**src/rtl/spi_rxp_pkg.sv**
```systemverilog
// Shared types for the SPI receive sample-phase selector.
// Assumes: the mode field is two bits, and the reserved code maps to nominal.
package spi_rxp_pkg;

    // Capture point relative to the nominal SCK capture edge
    typedef enum logic [1:0] {
        SMP_NOMINAL = 2'd0,
        SMP_HALF    = 2'd1,
        SMP_FULL    = 2'd2
    } smp_mode_e;

    // Map the two control bits onto a capture point; sdm wins over sdc
    function automatic smp_mode_e decode_mode(input logic sdm, input logic sdc);
        if (sdm) begin
            return SMP_NOMINAL;
        end else if (sdc) begin
            return SMP_FULL;
        end else begin
            return SMP_HALF;
        end
    endfunction

endpackage

```
**src/rtl/rxp_mode_latch.sv**
```systemverilog
// Holds the active sampling mode.
// Does: decodes the two control bits and stores the result on load.
// Assumes: load is high only while the bus is quiet, so a word never
// sees a mode change.
module rxp_mode_latch
    import spi_rxp_pkg::*;
(
    input  logic      clk,
    input  logic      rst_n,
    input  logic      load,
    input  logic      cfg_sdm,
    input  logic      cfg_sdc,
    output smp_mode_e mode_q
);

    smp_mode_e mode_next;

    // Decoded candidate mode from the pins
    always_comb begin
        mode_next = decode_mode(cfg_sdm, cfg_sdc);
    end

    // Take the new mode only when the caller allows it
    always_ff @(posedge clk) begin
        if (!rst_n) begin
            mode_q <= SMP_NOMINAL;
        end else if (load) begin
            mode_q <= mode_next;
        end
    end

    // without load the stored mode stays put
    p_mode_hold_r8: assert property (@(posedge clk) disable iff (!rst_n)
        !load |=> $stable(mode_q));

    // the reserved code (sdm set) lands on nominal sampling
    p_reserved_nominal_r5: assert property (@(posedge clk) disable iff (!rst_n)
        (load && cfg_sdm) |=> (mode_q == SMP_NOMINAL));

endmodule

```
**src/rtl/rxp_strobe_delay.sv**
```systemverilog
// Capture-strobe delay line.
// Does: shifts the nominal strobe through 2*HALF_CYC module-clock stages
// and picks the tap that matches the active mode.
// Assumes: HALF_CYC module clocks make one SCK half period; the strobe
// is one clock wide.
module rxp_strobe_delay
    import spi_rxp_pkg::*;
#(
    parameter int HALF_CYC = 4
) (
    input  logic      clk,
    input  logic      rst_n,
    input  logic      stb,
    input  smp_mode_e mode,
    output logic      cap_en,
    output logic      pending
);

    localparam int DEPTH = 2 * HALF_CYC;

    logic [DEPTH-1:0] line_q;

    // Shift the nominal strobe one stage per module clock
    always_ff @(posedge clk) begin
        if (!rst_n) begin
            line_q <= '0;
        end else begin
            line_q <= {line_q[DEPTH-2:0], stb};
        end
    end

    // Choose the capture tap for the active mode
    always_comb begin
        case (mode)
            SMP_HALF: cap_en = line_q[HALF_CYC-1];
            SMP_FULL: cap_en = line_q[DEPTH-1];
            default:  cap_en = stb;
        endcase
    end

    // Any strobe still travelling down the line
    always_comb begin
        pending = |line_q;
    end

    // a strobe always leaves a pending capture behind it
    p_strobe_pending_r10: assert property (@(posedge clk) disable iff (!rst_n)
        stb |=> pending);

endmodule

```
**src/rtl/rxp_shifter.sv**
```systemverilog
// Receive shift register and bit counter.
// Does: shifts MISO in MSB first on each capture and publishes a word
// with a one-clock valid after DATA_W captures.
// Assumes: clr is never high in a cycle that carries a capture.
module rxp_shifter #(
    parameter int DATA_W = 8
) (
    input  logic              clk,
    input  logic              rst_n,
    input  logic              clr,
    input  logic              cap_en,
    input  logic              miso,
    output logic [DATA_W-1:0] rx_byte,
    output logic              rx_valid
);

    localparam int               CNT_W = $clog2(DATA_W);
    localparam logic [CNT_W-1:0] LAST  = CNT_W'(DATA_W - 1);

    logic [DATA_W-2:0] shreg_q;
    logic [CNT_W-1:0]  cnt_q;
    logic [DATA_W-1:0] word_next;
    logic              word_done;

    // Assemble the word that the current capture would complete
    always_comb begin
        word_next = {shreg_q, miso};
        word_done = cap_en && (cnt_q == LAST);
    end

    // Bit counter: cleared when quiet, wraps after the last bit
    always_ff @(posedge clk) begin
        if (!rst_n || clr) begin
            cnt_q <= '0;
        end else if (cap_en) begin
            cnt_q <= (cnt_q == LAST) ? '0 : cnt_q + CNT_W'(1);
        end
    end

    // Partial-word shift register
    always_ff @(posedge clk) begin
        if (!rst_n || clr) begin
            shreg_q <= '0;
        end else if (cap_en) begin
            shreg_q <= word_next[DATA_W-2:0];
        end
    end

    // Output word and its one-clock valid
    always_ff @(posedge clk) begin
        if (!rst_n) begin
            rx_byte  <= '0;
            rx_valid <= 1'b0;
        end else begin
            rx_valid <= word_done;
            if (word_done) begin
                rx_byte <= word_next;
            end
        end
    end

    // valid never lasts two clocks
    p_valid_pulse_r7: assert property (@(posedge clk) disable iff (!rst_n)
        rx_valid |=> !rx_valid);

    // the word holds whenever valid is low
    p_byte_hold_r7: assert property (@(posedge clk) disable iff (!rst_n)
        !rx_valid |-> $stable(rx_byte));

    // valid follows a capture by one clock
    p_valid_after_cap_r7: assert property (@(posedge clk) disable iff (!rst_n)
        rx_valid |-> $past(cap_en));

    // a quiet cycle never produces a word
    p_quiet_no_word_r9: assert property (@(posedge clk) disable iff (!rst_n)
        clr |=> !rx_valid);

endmodule

```
**src/rtl/spi_rx_phase_sel.sv**
```systemverilog
// SPI receive sample-phase selector (top).
// Does: latches the sampling mode while the bus is quiet, delays the
// nominal capture strobe by zero, half or one SCK period and deserialises
// MISO MSB first into DATA_W-bit words.
// Assumes: miso is already synchronised to clk; sck_cap_stb is one clock
// wide; HALF_CYC matches the SCK half period in module clocks.
module spi_rx_phase_sel
    import spi_rxp_pkg::*;
#(
    parameter int DATA_W   = 8,
    parameter int HALF_CYC = 4
) (
    input  logic              clk,
    input  logic              rst_n,
    input  logic              bus_idle,
    input  logic              sck_cap_stb,
    input  logic              miso,
    input  logic              cfg_sdm,
    input  logic              cfg_sdc,
    output logic [DATA_W-1:0] rx_byte,
    output logic              rx_valid
);

    smp_mode_e mode_q;
    logic      cap_en;
    logic      pending;
    logic      quiet;

    // Bus quiet: idle, nothing in flight, no new strobe
    always_comb begin
        quiet = bus_idle && !pending && !sck_cap_stb;
    end

    rxp_mode_latch i_mode (
        .clk     (clk),
        .rst_n   (rst_n),
        .load    (quiet),
        .cfg_sdm (cfg_sdm),
        .cfg_sdc (cfg_sdc),
        .mode_q  (mode_q)
    );

    rxp_strobe_delay #(
        .HALF_CYC (HALF_CYC)
    ) i_delay (
        .clk     (clk),
        .rst_n   (rst_n),
        .stb     (sck_cap_stb),
        .mode    (mode_q),
        .cap_en  (cap_en),
        .pending (pending)
    );

    rxp_shifter #(
        .DATA_W (DATA_W)
    ) i_shift (
        .clk      (clk),
        .rst_n    (rst_n),
        .clr      (quiet),
        .cap_en   (cap_en),
        .miso     (miso),
        .rx_byte  (rx_byte),
        .rx_valid (rx_valid)
    );

    // the mode never moves while a capture is still in flight
    p_mode_frozen_r8: assert property (@(posedge clk) disable iff (!rst_n)
        pending |=> $stable(mode_q));

endmodule

```
**config.mk**
```make
export PLATFORM = sky130hd
export DESIGN_NAME = spi_rx_phase_sel
export DESIGN_NICKNAME = d
export VERILOG_FILES = /design/src/rtl/spi_rxp_pkg.sv /design/src/rtl/rxp_mode_latch.sv /design/src/rtl/rxp_strobe_delay.sv /design/src/rtl/rxp_shifter.sv /design/src/rtl/spi_rx_phase_sel.sv
export SDC_FILE = /design/constraint.sdc
export NUM_CORES = 1
export LEC_CHECK = 0
export CAP_MARGIN = 20
export CORE_MARGIN = 5
export CORE_UTILIZATION = 45
export DETAILED_ROUTE_END_ITERATION = 7
export DONT_BUFFER_PORTS = 1
export GPL_ROUTABILITY_DRIVEN = 0
export PLACE_DENSITY = 0.68
export REMOVE_ABC_BUFFERS = 1
export SLEW_MARGIN = 20
export SYNTH_ARGS = -nofsm -noshare
export SYNTH_HDL_FRONTEND = slang
export SYNTH_HIERARCHICAL = 1
export SYNTH_SLANG_ARGS = --single-unit
```
**constraint.sdc**
```tcl
create_clock -name clk -period 1.4 [get_ports clk]
set_input_delay 0.28 -clock clk [delete_from_list [all_inputs] [get_ports clk]]
set_output_delay 0.28 -clock clk [all_outputs]
set_load 0.02 [all_outputs]
```
==> run summary, run 1 <==
status - finished, violations left
failing checks - negative setup slack
I/O pins - 16
GRT Util Overall - 12.9%
Mapped Area - 1150 µm²
Max rail drop VDD - 926 µV
WS Path Type - register to register
sequential-to-total area share from yosys stat - 50.4%
Syn Inst Count - 110
Final Cycle Share - 102%
register bit total from synthesis - 29
synthesis-to-layout area growth - 19.7%
CTS Buf Count - 5
CTS Sinks - 29
dominant cells by area after synthesis - dfxtp_1 (50%), mux2i_1 (7.8%), a21bo_2 (6.1%)
first-pass GRT wire length - 3310 µm
Core Util, Final - 56.1%
FMAX - 0.697 GHz
DR DRC count - 0
Worst Hold End - i_mode/mode_q[0]
Hold-fix buffers, CTS - 0
layout cell share with drive strength beyond 1 - 34.2%
Clock Path Buffers - 2
Port Buffer Count - 0
vias in the first global route - 763
DP Area - 1220 µm²
HP Class - input pin to register
Core Box Area - 2450 µm²
die height - 60.6 µm
Setup Fix Bufs, Post-CTS - 0
Slew headroom - 75.3%
CP Capture Type - register
Critical path origin - i_mode/mode_q[0]
die span in x - 60.6 µm
worst-margin pin slew - 370 ps
fin area - 1380 µm²
most frequent cells in the layout - dfxtp_1 (26), mux2i_1 (9), nor2_1 (9)
Routed WL per cell - 13.9 µm
CP peak stage delay - 380 ps
row count - 18
final setup TNS - -275 ps
H-tree levels - 2
final setup fails - 12
R2R Setup Slk - -30 ps
Pleak - 0.548 nW
Multi-input gate area - 589 µm²
Data arrival, critical path - 1700 ps
area leader, netlist - dfxtp_1
Sequential cell area - 584 µm²
vias - 773
most common cell after layout, fill and taps aside - dfxtp_1
Max-cap violations - 0
CTS clk-pin slew, worst paths - 90 ps
Post-Syn Area per Cell - 10.5 µm²
nets@finish - 128
Hold Crit Depth - 1
share of the synthesized area in the top cell type - 50.4%
final wirelength - 2040 µm
Root Buffer Master - clkbuf_4
reg2reg end - i_shift/cnt_q[0]
clk_lat worst skew - 320 ps
total gr overflow - 0
initial antenna violation count - 0
total power - 1.47 mW
Worst Path Required - 1660 ps
CP Max Fanout - 4
Worst Skew - 3.90 ps
die area - 3670 µm²
Yosys cell types - 26
Setup WS post-layout - -34.1 ps
number of vias per cell - 5.26
fillers - 228
clock period minus worst slack - 1430 ps
Synth warnings - 6
DRT iter0 DRCs - 41
cells along the critical path - inv_2 -> ha_4 -> o21ai_4 -> or3b_1 -> a21oi_2
DP Wirelength - 1250 µm
HP Start - rst_n
R2R cell count - 5
Cell Pwr Density - 1070 nW/µm²
Initial Util - 46.9%
CP max-delay cell - or3b_1
Hold Fails Final Rpt - 0
Slew Limit Fails - 0
RSZ-0062 raised after global routing - true
FF-to-FF Start - i_mode/mode_q[0]
Routed Antenna Nets - 0
ant diodes - 0
router iterations before antenna repair - 4
largest net degree at the start of global routing - 17
CTS tree - done
startpoint types - register
worst max-delay path by stage:
stage                                    end  slack (ps)  cells past startpoint
final                       i_shift/cnt_q[0]         -30                      5
after global placement    i_shift/shreg_q[0]         -60                      6
after CTS                 i_shift/rx_byte[4]         -60                      7
after floorplan             i_shift/cnt_q[0]       -1760                      5
after global routing      i_shift/shreg_q[6]        -120                      6
after detailed placement  i_shift/shreg_q[6]        -120                      6
critical path: cells and delay by family (launching register included):
family                     cells  cell delay [ps]
and+or+nand+nor                1              380
DFF                            1              360
adders and majority gates      1              240
buffers and inverters          1               50
AOI/OAI and AO/OA              2              340
metal layers:
metal  part of all wire, %  vias to the layer above  track usage, %
li1                      -                      391               -
met1                    43                      355            14.3
met2                    46                       23            19.2
met3                   8.4                        4            8.09
met4                   2.2                        0            6.50
met5                     0                        -               0
logic make-up after synthesis:
| family | share of synthesized area, % |
|---|---|
| simple gates | 19.3 |
| flops | 50.4 |
| compound gates | 12.9 |
| buf+inv | 5.11 |
| mux | 7.83 |
| fa+ha+maj | 4.35 |
where the power goes:
group | switching [mW] | internal [mW] | total [mW]
sequential | 0.0102 | 0.838 | 0.848
clock | 0.271 | 0.237 | 0.507
combinational | 0.0539 | 0.0611 | 0.115
through the flow:
step           worst slack (ps)  hold WS, ps  std cells
2_1_floorplan             -1760          398        104
4_1_cts                   -57.3         49.0        147
6_report                  -34.1         66.9        147
3_5_place_dp               -121          404        139
5_1_grt                    -117         32.9        147
3_3_place_gp              -55.5          402        139
synthesized netlist by cell type (all sizes together):
master   n
nor2     9
dfxtp   29
a21bo    8
o21a     1
nor4     2
nor3b    2
nand2    3
nand2b   2
inv      3
and2     8
nand3b   1
clkbuf   1
or3b     1
and3     1
o21ai    1
a22oi    1
a21oi    9
buf      5
nand3    8
nand4b   1
ha       4
mux2i    9
nor2b    1
what timing repair did:
| action | in CTS | in global routing |
|---|---|---|
| resized for setup | 11 | 10 |
| gates cloned | 1 | 0 |
| pin swaps | 2 | 6 |
| setup endpoints to repair | 19 | 20 |
cell type report:
cell class | count | share of cell area, %
Inverter | 3 | 0.817
Clock buffer | 7 | 4.00
Timing Repair Buffer | 6 | 7.27
Tap cell | 30 | 2.72
Multi-Input combinational cell | 72 | 42.8
Sequential cell | 29 | 42.4
registers in the layout (all words and copies together) (netlist names):
signal / count
i_shift/shreg_q: 7
i_shift/rx_byte: 8
i_shift/rx_valid: 1
i_delay/line_q: 8
i_mode/mode_q: 2
i_shift/cnt_q: 3
Power figures use the tool's default switching activity.
==> run 2, diff against run 1 <==
Settings changed: CTS_CLUSTER_DIAMETER set to 50.
==> results of run 2 <==
Final layout, timing and power as in run 1 (identical DEF).
==> run 3, diff against run 2 <==
Settings changed: SYNTH_HIERARCHICAL 1 to unset.
==> run 3 against run 2 <==
  * The flow still finishes with violations (negative setup slack)
  * Sequential power is essentially flat
  * Count of clock-buffer cells in the layout is the same
  * Utilization shrank 1.7 points
  * Synthesized area grew 1.2%
  * Routed wire length grew 6.8%
==> run summary, run 3 <==
vias in the first global route - 890
xor and xnor area share after synthesis - 0%
Data arrival, critical path - 1760 ps
Synth warnings - 0
most frequent cells in the layout - dfxtp_1 (27), nand2_1 (19), o21ai_0 (10), a21oi_1 (10), mux2i_1 (10)
fillers - 222
failing checks - negative setup slack
vias - 888
layout cell share with drive strength beyond 1 - 21.5%
largest registers - i_delay.line_q x8, i_shift.rx_byte x8, i_shift.shreg_q x7
largest family of logic cells by synthesized area - simple AND/OR/NAND/NOR gates
Commonest cells post-synth - dfxtp_1 (29), nand2_1 (19), a21oi_1 (10), mux2i_1 (10), o21ai_0 (10)
final setup fails - 12
Multi-input gate area - 598 µm²
Post-Syn Area per Cell - 9.55 µm²
Final Cycle Share - 111%
dominant cells by area after synthesis - dfxtp_1 (50%), mux2i_1 (8.6%), nand2_1 (6.1%)
DR DRC count - 0
CTS Buf Count - 5
Slew Limit Fails - 0
post-synthesis mux area share - 8.59%
area leader, netlist - dfxtp_1
Clock Path Buffers - 2
FMAX - 0.642 GHz
most common cell after layout, fill and taps aside - dfxtp_1
H-tree levels - 2
I/O pins - 16
ant diodes - 0
DRT iter0 DRCs - 14
post-synthesis adder-cell area fraction - 4.30%
Port Buffer Count - 0
Core Util, Final - 54.4%
Pleak - 0.481 nW
Yosys cell types - 23
Root Buffer Master - clkbuf_4
Routed Antenna Nets - 0
DP Wirelength - 1480 µm
Routed WL per cell - 13.6 µm
Main synth FF type - dfxtp_1
CP Max Fanout - 10
final wirelength - 2180 µm
Max-cap violations - 0
EDFF count, synth - 0
router iterations before antenna repair - 4
CTS Sinks - 29
count leader, synth - dfxtp_1
status - finished, violations left
Initial Util - 47.0%
die area - 3710 µm²
Mapped Area - 1160 µm²
synthesis-to-layout area growth - 15.8%
startpoint types - register
number of vias per cell - 5.55
WS Path Type - register to register
Synth Area in Simple Gates - 21.3%
Worst Path Required - 1610 ps
register bit total from synthesis - 29
Slew headroom - 76.2%
worst-margin pin slew - 355 ps
final setup TNS - -1680 ps
die span in x - 60.9 µm
sequential-to-total area share from yosys stat - 49.8%
Syn Inst Count - 122
nets@finish - 141
total gr overflow - 0
FFs w/ async S/R, synth - 0%
largest net degree at the start of global routing - 31
first-pass GRT wire length - 3910 µm
GRT Util Overall - 14.7%
CTS clk-pin slew, worst paths - 80 ps
initial antenna violation count - 0
die height - 60.9 µm
Worst Skew - 7.07 ps
post-synthesis compound-gate area fraction - 12.6%
Hold Fails Final Rpt - 0
HP Class - input pin to register
clk_lat worst skew - 320 ps
clock period minus worst slack - 1560 ps
Setup WS post-layout - -158 ps
CTS tree - done
row count - 18
Sequential cell area - 583 µm²
share of the synthesized area in the top cell type - 49.8%
Core Box Area - 2480 µm²
Setup Fix Bufs, Post-CTS - 0
Cell Pwr Density - 1070 nW/µm²
Max rail drop VDD - 615 µV
RSZ-0062 raised after global routing - true
CP Capture Type - register
## run 3: cell types whose count changed in the layout (fill, tap and decap cells not counted), sizes merged, moves of 2 or more
cell | previous run | this run
a21bo | 8 | 0
nand2 | 3 | 19
nor2 | 9 | 1
o21ai | 1 | 10
nor3b | 2 | 0
buf | 5 | 8
or4 | 0 | 2
## run 3: per-stage QoR
step | cells | hold slack [ps] | area (µm²) | power, mW | worst slack, ps
after CTS | 160 | 62.2 | 1340 | 1.46 | -167
after detailed placement | 152 | 407 | 1230 | 0.956 | -266
final | 160 | 76.1 | 1350 | 1.44 | -158
after floorplan | 114 | 402 | 1130 | 0.924 | -301
after global placement | 152 | 402 | 1230 | 0.951 | -227
after global routing | 160 | 59.7 | 1350 | 1.51 | -215
## run 3: path summary, 6_finish.rpt
kind,cells after the start,slack (ps),from,endpoint
setup / recovery,4,-160,i_delay.line_q[4],i_shift.shreg_q[0]
hold / removal,1,80,sck_cap_stb,i_delay.line_q[0]
setup reg to reg,4,-160,i_delay.line_q[4],i_shift.shreg_q[0]
hold reg to reg,1,470,i_delay.line_q[4],i_delay.line_q[5]
## run 3: layer usage
layer  part of all wire [%]  global-route usage (%)
met5                      0                       0
met4                    2.0                    6.50
met3                    7.1                    7.23
met2                     47                    23.5
met1                     44                    16.5
## run 3: cell type report
| class | count | share of cell area, % |
|---|---|---|
| clock buffers | 7 | 4.08 |
| inverters | 2 | 0.557 |
| multi-input cells | 84 | 44.3 |
| flip-flops and latches | 29 | 43.2 |
| well taps | 30 | 2.78 |
| repair buffers | 8 | 5.01 |
## run 3: power by group
part	switching [mW]	internal, mW
combinational	0.0516	0.0480
clock	0.259	0.236
sequential	0.0102	0.839
total	0.321	1.12
## run 3: worst max-delay path, stage by stage (launching register included)
cell     delay (ps)
dfxtp_1         310
or4b_4          570
o41ai_4         330
buf_6           190
a21oi_1          50
## run 3: what timing repair did
action                     CTS  global route
hold endpoints to repair     0             0
hold buffers                 0             0
pin swaps                    5             2
resized for setup           14             1
setup endpoints to repair   21            21
cloned                       1             0
## run 3: logic make-up after synthesis
group           Yosys count
simple gates             46
flops                    29
compound gates           23
buf+inv                  10
mux                      10
fa+ha+maj                 4
